**config.mk**
```make
export PLATFORM = sky130hd
export DESIGN_NAME = rle_pair_encoder
export DESIGN_NICKNAME = d
export VERILOG_FILES = /design/src/rtl/rle_pair_encoder.sv
export SDC_FILE = /design/constraint.sdc
export NUM_CORES = 1
export LEC_CHECK = 0
export ABC_AREA = 1
export BUFFER_PORTS_ARGS = -buffer_cell sky130_fd_sc_hd__buf_2
export CORE_MARGIN = 3
export CORE_UTILIZATION = 40
export CTS_CLUSTER_DIAMETER = 150
export CTS_CLUSTER_SIZE = 30
export DETAILED_ROUTE_END_ITERATION = 8
export PLACE_DENSITY_LB_ADDON = 0.12
export SETUP_SLACK_MARGIN = 0.02
export SYNTH_ARGS = -nofsm -noshare
export SYNTH_HDL_FRONTEND = slang
export SYNTH_SLANG_ARGS = --single-unit
```
**constraint.sdc**
```tcl
create_clock -name clk -period 2.1 [get_ports clk]
set_input_delay 0.21 -clock clk [delete_from_list [all_inputs] [get_ports clk]]
set_output_delay 0.21 -clock clk [all_outputs]
set_load 0.02 [all_outputs]
```
**src/rtl/rle_pair_encoder.sv**
```systemverilog
module rle_pair_encoder #(
  parameter int RUN_MAX = 32'h7FFF_FFFF
) (
  input  logic        clk,
  input  logic        rst_n,
  input  logic        rle_en,
  input  logic        demux_mode,
  input  logic        in_valid,
  input  logic [31:0] in_data,
  input  logic        flush,
  output logic        out_valid,
  output logic [31:0] out_data
);
  localparam int CW = 31;
  localparam logic [31:0] KEEP_WIDE = 32'h7FFF_FFFF;
  localparam logic [31:0] KEEP_PAIR = 32'h7FFF_7FFF;
  localparam logic [CW-1:0] LEN_MAX = CW'(RUN_MAX);
  localparam logic [CW-1:0] LEN_ONE = CW'(1);

  logic [31:0]   run_val;
  logic [CW-1:0] run_len;
  logic          have_run;
  logic          pend_v;
  logic [CW-1:0] pend_len;

  wire [31:0] keep   = demux_mode ? KEEP_PAIR : KEEP_WIDE;
  wire [31:0] in_m   = in_data & keep;
  wire        take   = rle_en && in_valid;
  wire        at_max = run_len == LEN_MAX;
  wire        new_run = !have_run || in_m != run_val || at_max;
  wire        close_run = have_run &&
                          ((take && (in_m != run_val || at_max)) ||
                           (rle_en && flush && !in_valid));

  always_ff @(posedge clk) begin
    if (!rst_n) begin
      out_valid <= 1'b0;
      out_data  <= '0;
      run_val   <= '0;
      run_len   <= '0;
      have_run  <= 1'b0;
      pend_v    <= 1'b0;
      pend_len  <= '0;
    end else begin
      out_valid <= 1'b0;
      if (!rle_en) begin
        out_valid <= in_valid;
        out_data  <= in_data;
      end else if (close_run) begin
        out_valid <= 1'b1;
        out_data  <= run_val;
      end else if (pend_v) begin
        out_valid <= 1'b1;
        out_data  <= {1'b1, pend_len};
      end

      if (close_run) begin
        pend_v   <= run_len != LEN_ONE;
        pend_len <= run_len;
      end else begin
        pend_v   <= 1'b0;
      end

      if (take) begin
        have_run <= 1'b1;
        if (new_run) begin
          run_val <= in_m;
          run_len <= LEN_ONE;
        end else begin
          run_len <= run_len + LEN_ONE;
        end
      end else if (rle_en && flush) begin
        have_run <= 1'b0;
      end
    end
  end

  assert_input_spacing_R9: assert property (@(posedge clk) disable iff (!rst_n)
    (rle_en && (in_valid || flush)) |=> !(in_valid || flush));

  assert_no_collision_R9: assert property (@(posedge clk) disable iff (!rst_n)
    !(close_run && pend_v));

  assert_pass_latency_R2: assert property (@(posedge clk) disable iff (!rst_n)
    (!rle_en && in_valid) |=> (out_valid && out_data == $past(in_data)));

  assert_count_follows_value_R4: assert property (@(posedge clk) disable iff (!rst_n)
    (rle_en && $past(rle_en) && out_valid && out_data[31]) |->
      ($past(out_valid) && !$past(out_data[31])));

  assert_count_range_R7: assert property (@(posedge clk) disable iff (!rst_n)
    (rle_en && out_valid && out_data[31]) |->
      (out_data[30:0] >= 31'd2 && out_data[30:0] <= LEN_MAX));

  assert_pair_mask_R6: assert property (@(posedge clk) disable iff (!rst_n)
    (rle_en && $past(rle_en) && demux_mode && $past(demux_mode) &&
     out_valid && !out_data[31]) |-> !out_data[15]);
endmodule

```
==> Word level (Yosys, flattened, before mapping) <==
Index checks and enable logic that the tools add are counted.
Widths: inputs -> output; s select.
{ "word_totals": {"register_bits": 129, "latch_bits": 0, "ram_bits": 0, "mem_bits_ro": 0, "wordCells": 37, "n_memories": 0} }
{ "classes": {"addsub": 1, "mul": 0, "div": 0, "order_cmp": 0, "eq_ne": 4, "shift": 0, "muxes": 10, "bitwise_logic": 1, "n_reduce_logical": 14} }
{ "op_table": {"columns": ["operator", "n"], "rows": [
  ["$mux 32", 3],
  ["$and 32x31->32", 1],
  ["$ne 32x32->1", 1],
  ["$add 31x1->31 const B", 1],
  ["$eq 31x31->1 const B", 1],
  ["$mux 31", 1],
  ["$ne 31x1->1 const B", 1],
  ["$mux 16", 1],
  ["$logic_and 1x1->1", 5],
  ["$mux 1", 5],
  ["$logic_or 1x1->1", 4],
  ["$reduce_and 2->1", 2],
  ["$ne 3x1->1 const B", 1],
  ["$logic_not 1->1", 2],
  ["$reduce_bool 2->1", 1]
]} }

==> Logic depth before layout (Yosys ltp) <==
Gate-level depths: netlist (run 1).
{ "depth": {"ltp_word": 9, "mapped_depth": 17, "depth_no_buf": 17} }

==> Worst setup path after synthesis (run 1) <==
Ideal clock, no wire load.
{ "synth_timing": {"path_kind": "flip-flop to flip-flop", "start": "register run_len[0]", "end": "register run_len[26]", "arrival_time_ns": 1.855, "required_time_ns": 1.985, "path_slack_ns": 0.130, "path_stages_with_launch": 13, "n_path_buf": 0, "synth_period_minus_slack_ns": 1.970, "cell_sequence": "dfxtp_1 ha_1 nand2_1 nor2_4 nand2_2 nor2_4 nand2_2 nor2_4 nand4_1 or2_4 nor3_2 a21oi_1 o21a_1"} }
{ "synth_via": {"elab_chain_cells": 3, "word_cells_on_any_way": 4, "classes_between": "1 x add/sub; 1 x eq/ne; 1 x mux; 1 x reduce/logical"} }
{ "synth_rtl": {"columns": ["item", "line_no", "rtl"], "rows": [
  ["start, declared", "21", "logic [CW-1:0] run_len;"],
  ["start signal, assigned", "70", "run_len <= run_len + LEN_ONE;"],
  ["parallel branches: the longest is 2 deep, another holds $add 31x1->31", null, null],
  ["$mux 31 (*)", "66", "if (new_run) begin"]
]} }
Mark *: on every way between the ends.
A chain may end at the register's enable or synchronous reset.

==> Worst setup path in the final report (run 1) <==
{ "layout_timing": {"start": "register run_len[9]", "end": "register pend_v"} }
{ "layout_via": {"elab_chain_cells": 6, "word_cells_on_any_way": 7, "classes_between": "2 x eq/ne; 5 x reduce/logical"} }
{ "layout_rtl": {"columns": ["item", "line_no", "rtl"], "rows": [
  ["$eq 31x31->1", "29", "wire at_max = run_len == LEN_MAX;"],
  ["$logic_or 1x1->1", "32", "((take && (in_m != run_val || at_max)) ||"],
  ["$logic_and 1x1->1", "32", null],
  ["$logic_or 1x1->1", "32", null],
  ["$logic_and 1x1->1", "31", "wire close_run = have_run &&"],
  ["$reduce_and 2->1 (no line)", null, null],
  ["end signal, assigned", "42", "pend_v <= 1'b0;"],
  ["end signal, assigned", "58", "pend_v <= run_len != LEN_ONE;"],
  ["end signal, assigned", "61", "pend_v <= 1'b0;"],
  ["end, declared", "23", "logic pend_v;"]
]} }
Several ways; a longest one is shown, not always the timed one.

==> run_results.csv, run 1 <==
group,metric,value,unit
setup_path,reg2reg_slack,60,ps
timing,fin_crit,2040,ps
synthesis,syn_nets,963,
job,maxCapViolCount,0,
synthesis,synth_area_leaders,"dfxtp_1, nand2_1, a21oi_1",
hold_path,hold_class,"in2reg",
global_routing,grt_max_degree,69,
hold_path,hold_path_startpoint,"in_data[31]",
setup_path,cp-end-kind,"flop",
synthesis,async_flop_share,0,%
die,start_util,41.4,%
place,portBuffers,70,
setup_path,path_common_cell,"nand2_2",
routing,first_iter_violations,532,
layout,final_core_util,55.5,%
layout,stdcell_count,1280,
layout,antenna_cells,0,
global_routing,grt_pass1_wl,32500,µm
synthesis,synth-main-ff-cell,"dfxtp_1",
timing,layout_setup_ws,64.7,ps
synthesis,synth_top_area_share,40.1,%
global_routing,antenna_found_initial,0,
setup_path,reg2reg_from,"run_len[9]$_SDFFE_PN0P_",
die,die_x,132,µm
place,place_hpwl,14500,µm
cts,cts.sinks,128,
setup_path,rr_endpoint,"pend_v$_SDFF_PN0_",
timing,setup-violations-final,0,
place,routabilityCongestion,0.857,
routing,drc,0,
synthesis,syn_inst,923,
routing,ant_nets,0,
layout,area_delta_synth_final,34.2,%
synthesis,ys_types,41,
timing,drv_slew,0,
layout,nets,1096,
die,num_rows,45,
synthesis,synth_top_cell_by_area,"dfxtp_1",
routing,vias,6569,
timing,slew_headroom,37.1,%
pwr,report.power.total,6.53,mW
timing,final_hold_viol_count,0,
die,core,15400,µm²
cts,cts_tree,"built",
cts,cts_inserted_buffers,17,
setup_path,critPathKind,"reg2reg",
timing,skew,9.71,ps
synthesis,ys_ff_latch,128,
setup_path,slowest_stage,"dfxtp_1",
timing,worst_slew_pin_slew,943,ps
synthesis,synth_commonest_cells,"nand2_1, dfxtp_1, a21oi_1",
hold_path,min_path_cells,3,
timing,maxClockFrequency,0.491,GHz
die,die_area,17500,µm²
pwr,p_per_area,762,nW/µm²
setup_path,reg2reg_depth,13,
routing,vias_per_cell,5.13,
synthesis,synth.most_common_cell,"nand2_1",
global_routing,overflow,0,
timing,finalCritPeriodShare,96.9,%
cts,clockBufferDepth,2,
hold_path,min_to,"out_data[31]$_SDFFE_PN0P_",
setup_path,start_kind,"flop",
cts,cts.clk_slew.worst_paths,60,ps
synthesis,synth-edff-count,0,
cts,cts-root-buf,"clkbuf_16",
synthesis,syn_area,6380,µm²
place,dp_cells,1239,
layout,drive_gt1_share,26.6,%
setup_path,critPathMaxFanout,22,
die,die_h,132,µm
cts,clk_latency,430,ps
synthesis,avgSynthCellArea,6.92,µm²
synthesis,yosysWarnings,0,
synthesis,ys_seq_area_share,40.1,%
global_routing,grt_pass1_vias,6036,
timing,rsz0062_at_grt,"true",
setup_path,crit_arrival,2360,ps
die,ios,71,
place,post-place-ws,-17.9,ps
setup_path,cp.required,2420,ps
routing,dr.pass1.iters,5,
pwr,peakVddDrop,0.588,mV
layout,fillers,1533,
routing,avgRoutedWirePerCell,16.4,µm
pwr,leakagePower,3.63,nW
status,outcome,"completed",
setup_path,crit_path_cell_trace,"nand2_2 > inv_1 > nand2_1 > nor3_2 > nand3_1 > nand3_1 > nand2_2 > nand2_4 > nand2_8 > clkinv_4 > buf_12 > nand2_2 > a41oi_1",
cts,htree_levels,4,
setup_path,critPathMaxStageDelay,340,ps
routing,wl,21000,µm
global_routing,grtUsageTotal,23.3,%
## per-stage QoR
stage	setup TNS, ps	hold WS [ps]	cell area (µm²)
2_1_floorplan	0	358	6380
3_3_place_gp	-45.9	460	7480
3_5_place_dp	-30.5	462	7480
4_1_cts	0	30.0	8110
5_1_grt	-880	64.9	8570
6_report	0	47.1	8570
## worst max-delay path, delay by kind of cell (launching register included)
family,cells,cell delay [ps]
AOI/OAI and AO/OA,1,230
buffers and inverters,3,320
DFF,1,340
and+or+nand+nor,9,1050
## cell type report
cell class	count	area, µm²	area share [%]
Tap cell	211	264	3.08
Inverter	91	350	4.09
Timing Repair Buffer	158	1210	14.1
Multi-Input combinational cell	660	3550	41.4
Sequential cell	128	2570	30.0
Clock inverter	9	130	1.52
Clock buffer	23	488	5.69
## cell families (layout without fill, tap and decap cells)
kind of cell	count (synthesis)	after routing	synth area share, %
AOI/OAI and AO/OA	178	178	14.6
xor gates and xnor gates	28	28	3.84
adders and majority gates	2	2	0.392
buffers and inverters	136	281	9.02
DFF	128	128	40.1
and+or+nand+nor	451	452	32.0
## layer usage
| layer | wire (µm) | share of wire [%] | vias to the layer above | GRT usage, % |
|---|---|---|---|---|
| met5 | 0 | 0 | - | 0 |
| met4 | 261 | 1.2 | 0 | 6.35 |
| met3 | 1200 | 5.7 | 19 | 5.61 |
| met2 | 9760 | 46 | 192 | 36.2 |
| met1 | 9790 | 47 | 3046 | 32.6 |
| li1 | - | - | 3312 | - |
## state kept, by name, indices dropped and copies added (netlist names)
register and flops:
pend_len 31, have_run 1, out_data 32, out_valid 1
run_val 31, run_len 31, pend_v 1
## worst max path at each step
stage                             startpoint                   endpoint  slack, ps  cells after the start
global route         run_val[8]$_SDFFE_PN0P_   out_data[2]$_SDFFE_PN0P_        -50                     14
floorplan            run_len[0]$_SDFFE_PN0P_   run_len[26]$_SDFFE_PN0P_        130                     12
finish               run_len[9]$_SDFFE_PN0P_          pend_v$_SDFF_PN0_         60                     13
detailed placement   run_val[8]$_SDFFE_PN0P_   pend_len[1]$_SDFFE_PN0P_        -20                     14
CTS                  run_val[0]$_SDFFE_PN0P_  pend_len[11]$_SDFFE_PN0P_         30                     14
global placement    run_val[14]$_SDFFE_PN0P_   pend_len[1]$_SDFFE_PN0P_        -20                     13
## layout by cell type (no fill, tap or decap), types with 5 or more instances in the layout
cell type / Yosys / final
a211oi_1: 6 / 6
a21oi_1: 101 / 100
buf_12: 0 / 9
buf_2: 12 / 70
buf_4: 5 / 71
clkbuf_16: 0 / 21
dfxtp_1: 128 / 121
dfxtp_2: 0 / 6
inv_1: 89 / 86
nand2_1: 241 / 222
nand2_2: 7 / 23
nand3_1: 75 / 72
nand3_2: 2 / 5
nand4_1: 17 / 17
nor2_1: 55 / 49
nor2_2: 2 / 5
nor2_4: 4 / 7
nor3_1: 15 / 12
nor4_1: 14 / 14
o21ai_0: 56 / 35
o21ai_1: 6 / 17
o21ai_2: 0 / 10
or2_2: 5 / 5
xnor2_1: 18 / 5
xnor2_2: 0 / 13
xor2_1: 10 / 10
## power by group
group / switching [mW] / leakage [nW] / internal, mW
clock network: 1.12 / 0.303 / 1.99
logic: 0.510 / 2.28 / 0.318
registers: 0.0696 / 1.05 / 2.52
total: 1.70 / 3.63 / 4.83
## timing repair
item                       CTS  global route
hold buffers                 0             0
pin swaps                    1            16
resized for setup            3           100
setup endpoints to repair   38           122
cloned                       0             5
setup buffers                0             4
Power figures use the tool's default switching activity.
==> inputs of run 2 (changes only) <==
Settings changed: ABC_AREA 1 to 0, SLEW_MARGIN set to 10.
==> run 2 against run 1 <==
Die area is 7.5% lower; core utilization is 3.3 points higher; largest cell class unchanged; the flow now finishes with violations (setup timing); highest routed layer unchanged; clock skew fell by 2.7 ps; power shrank 4.7%; critical path type unchanged; count of clock-buffer cells in the layout up 5; critical endpoint is now out_data[27]$_SDFFE_PN0P_.
==> run_results.csv, run 2 <==
group,metric,value,unit
timing,slew_headroom,53.8,%
synthesis,synth_top_area_share,43.6,%
timing,tns,-38400,ps
routing,vias,5209,
layout,regMostFlops,"out_data",
routing,avgRoutedWirePerCell,18.1,µm
cts,cts-root-buf,"clkbuf_16",
routing,dr.pass1.iters,5,
synthesis,synth-edff-count,0,
routing,vias_per_cell,5.32,
hold_path,hold_class,"in2reg",
layout,antenna_cells,0,
die,die_area,16200,µm²
setup_path,critPathMaxFanout,22,
place,post_dp_cell_area,7260,µm²
timing,finalCritPeriodShare,118,%
pwr,leakagePower,3.47,nW
setup_path,cp.required,2410,ps
synthesis,synth_top_cell_by_area,"dfxtp_1",
cts,cts_inserted_buffers,17,
synthesis,syn_inst,621,
pwr,p_per_area,748,nW/µm²
place,routabilityCongestion,0.894,
status,outcome,"complete, but fails checks",
die,die_x,127,µm
layout,drive_gt1_share,37.0,%
global_routing,grt_pass1_vias,5207,
global_routing,overflow,0,
job,maxCapViolCount,0,
timing,holdWs,51.3,ps
cts,clockBufferDepth,2,
timing,skew,7.05,ps
timing,fin_crit,2490,ps
routing,wl,17700,µm
synthesis,yosysWarnings,0,
timing,final_hold_viol_count,0,
place,portBuffers,70,
synthesis,async_flop_share,0,%
synthesis,ys_ff_latch,128,
global_routing,antenna_found_initial,0,
layout,largest_reg_flops,32,
status,violations,"setup timing",
setup_path,cp-end-kind,"flop",
synthesis,syn_nets,661,
timing,drv_slew,0,
die,die_h,127,µm
die,num_rows,43,
synthesis,ys_seq_area_share,43.6,%
setup_path,crit_arrival,2800,ps
cts,cts.clk_slew.worst_paths,50,ps
die,core,14100,µm²
layout,nets,826,
cts,cts_tree,"built",
synthesis,synth.most_common_cell,"dfxtp_1",
timing,rsz0062_at_grt,"true",
layout,final_common_cell,"dfxtp_1",
cts,htree_levels,4,
die,start_util,41.6,%
layout,final_core_util,58.8,%
pwr,peakVddDrop,0.591,mV
synthesis,avgSynthCellArea,9.47,µm²
timing,setup-violations-final,127,
global_routing,grt_pass1_wl,27600,µm
routing,first_iter_violations,359,
synthesis,synth-main-ff-cell,"dfxtp_1",
setup_path,start_kind,"flop",
global_routing,grt_max_degree,66,
timing,layout_setup_ws,-387,ps
layout,area_delta_synth_final,41.5,%
synthesis,synth_commonest_cells,"dfxtp_1, nor2_1, mux2i_1",
timing,worst_slew_pin_slew,693,ps
synthesis,syn_area,5880,µm²
die,ios,71,
layout,layout_common_cells,"dfxtp_1, buf_4, nor2_1",
layout,fin_area,8320,µm²
global_routing,grtUsageTotal,21.9,%
timing,maxClockFrequency,0.402,GHz
setup_path,critPathKind,"reg2reg",
synthesis,ys_types,39,
synthesis,synth_area_leaders,"dfxtp_1, mux2i_1, nor2_1",
routing,ant_nets,0,
place,place_hpwl,12400,µm
cts,clk_latency,420,ps
routing,drc,0,
cts,cts.sinks,128,
place,post-place-ws,-481,ps
[run 2: cell type report]
class                      count  area (µm²)
clock buffer                  28         517
clock inverter                 4        72.6
fill                        1232        5830
inverter                       6        22.5
multi-input combinational    446        3440
sequential                   128        2570
tap                          180         225
timing repair buffer         187        1480
[run 2: kinds of logic (layout without fill, tap and decap cells)]
| kind of cell | count (synthesis) | after routing | share of synthesized area (%) |
|---|---|---|---|
| DFF | 128 | 128 | 43.6 |
| and+or+nand+nor | 217 | 217 | 18.1 |
| adders and majority gates | 2 | 2 | 0.425 |
| xor gates and xnor gates | 59 | 59 | 8.79 |
| muxes | 62 | 62 | 10.6 |
| buffers and inverters | 47 | 225 | 3.28 |
| AOI/OAI and AO/OA | 106 | 106 | 15.3 |
[run 2: routing by layer]
layer	track usage, %	up-vias	share of wire, %
li1	-	2532	-
met3	5.39	19	4.1
met5	0	-	0
met2	34.1	118	47
met1	30.0	2540	47
met4	6.88	0	1.6
[run 2: final timing paths]
check / startpoint / end / slack, ps / cells past startpoint
min reg2reg: out_data[4]$_SDFFE_PN0P_ / out_data[4]$_SDFFE_PN0P_ / 460 / 1
max: run_val[11]$_SDFFE_PN0P_ / out_data[27]$_SDFFE_PN0P_ / -390 / 9
min: in_data[31] / out_data[31]$_SDFFE_PN0P_ / 50 / 3
max reg2reg: run_val[11]$_SDFFE_PN0P_ / out_data[27]$_SDFFE_PN0P_ / -390 / 9
[run 2: report_power, final]
part	switching (mW)	internal, mW	total (mW)	leakage [nW]
sequential	0.0453	2.50	2.55	1.04
combinational	0.384	0.332	0.716	2.15
clock	1.06	1.90	2.96	0.285
[run 2: timing repair]
item,4_1_cts,5_1_grt
buffers inserted,4,1
gates resized for setup,12,67
pin swaps,7,42
gates cloned,1,4
setup endpoints to repair,127,127
hold buffers,0,0
[run 2: per-stage QoR]
step	instances	total power, mW
after floorplan	621	2.96
after global placement	937	3.24
after detailed placement	937	3.26
after CTS	974	6.22
after global routing	979	6.45
final	979	6.23
[run 2: critical path, stage by stage, from the launching register on]
cell and delay [ps]:
dfxtp_1 310, xor2_1 160, nor4_1 320, nand4_1 320, nor4b_4 300, buf_6 140
nor2_4 60, o31a_1 310, buf_12 180, a32o_1 250
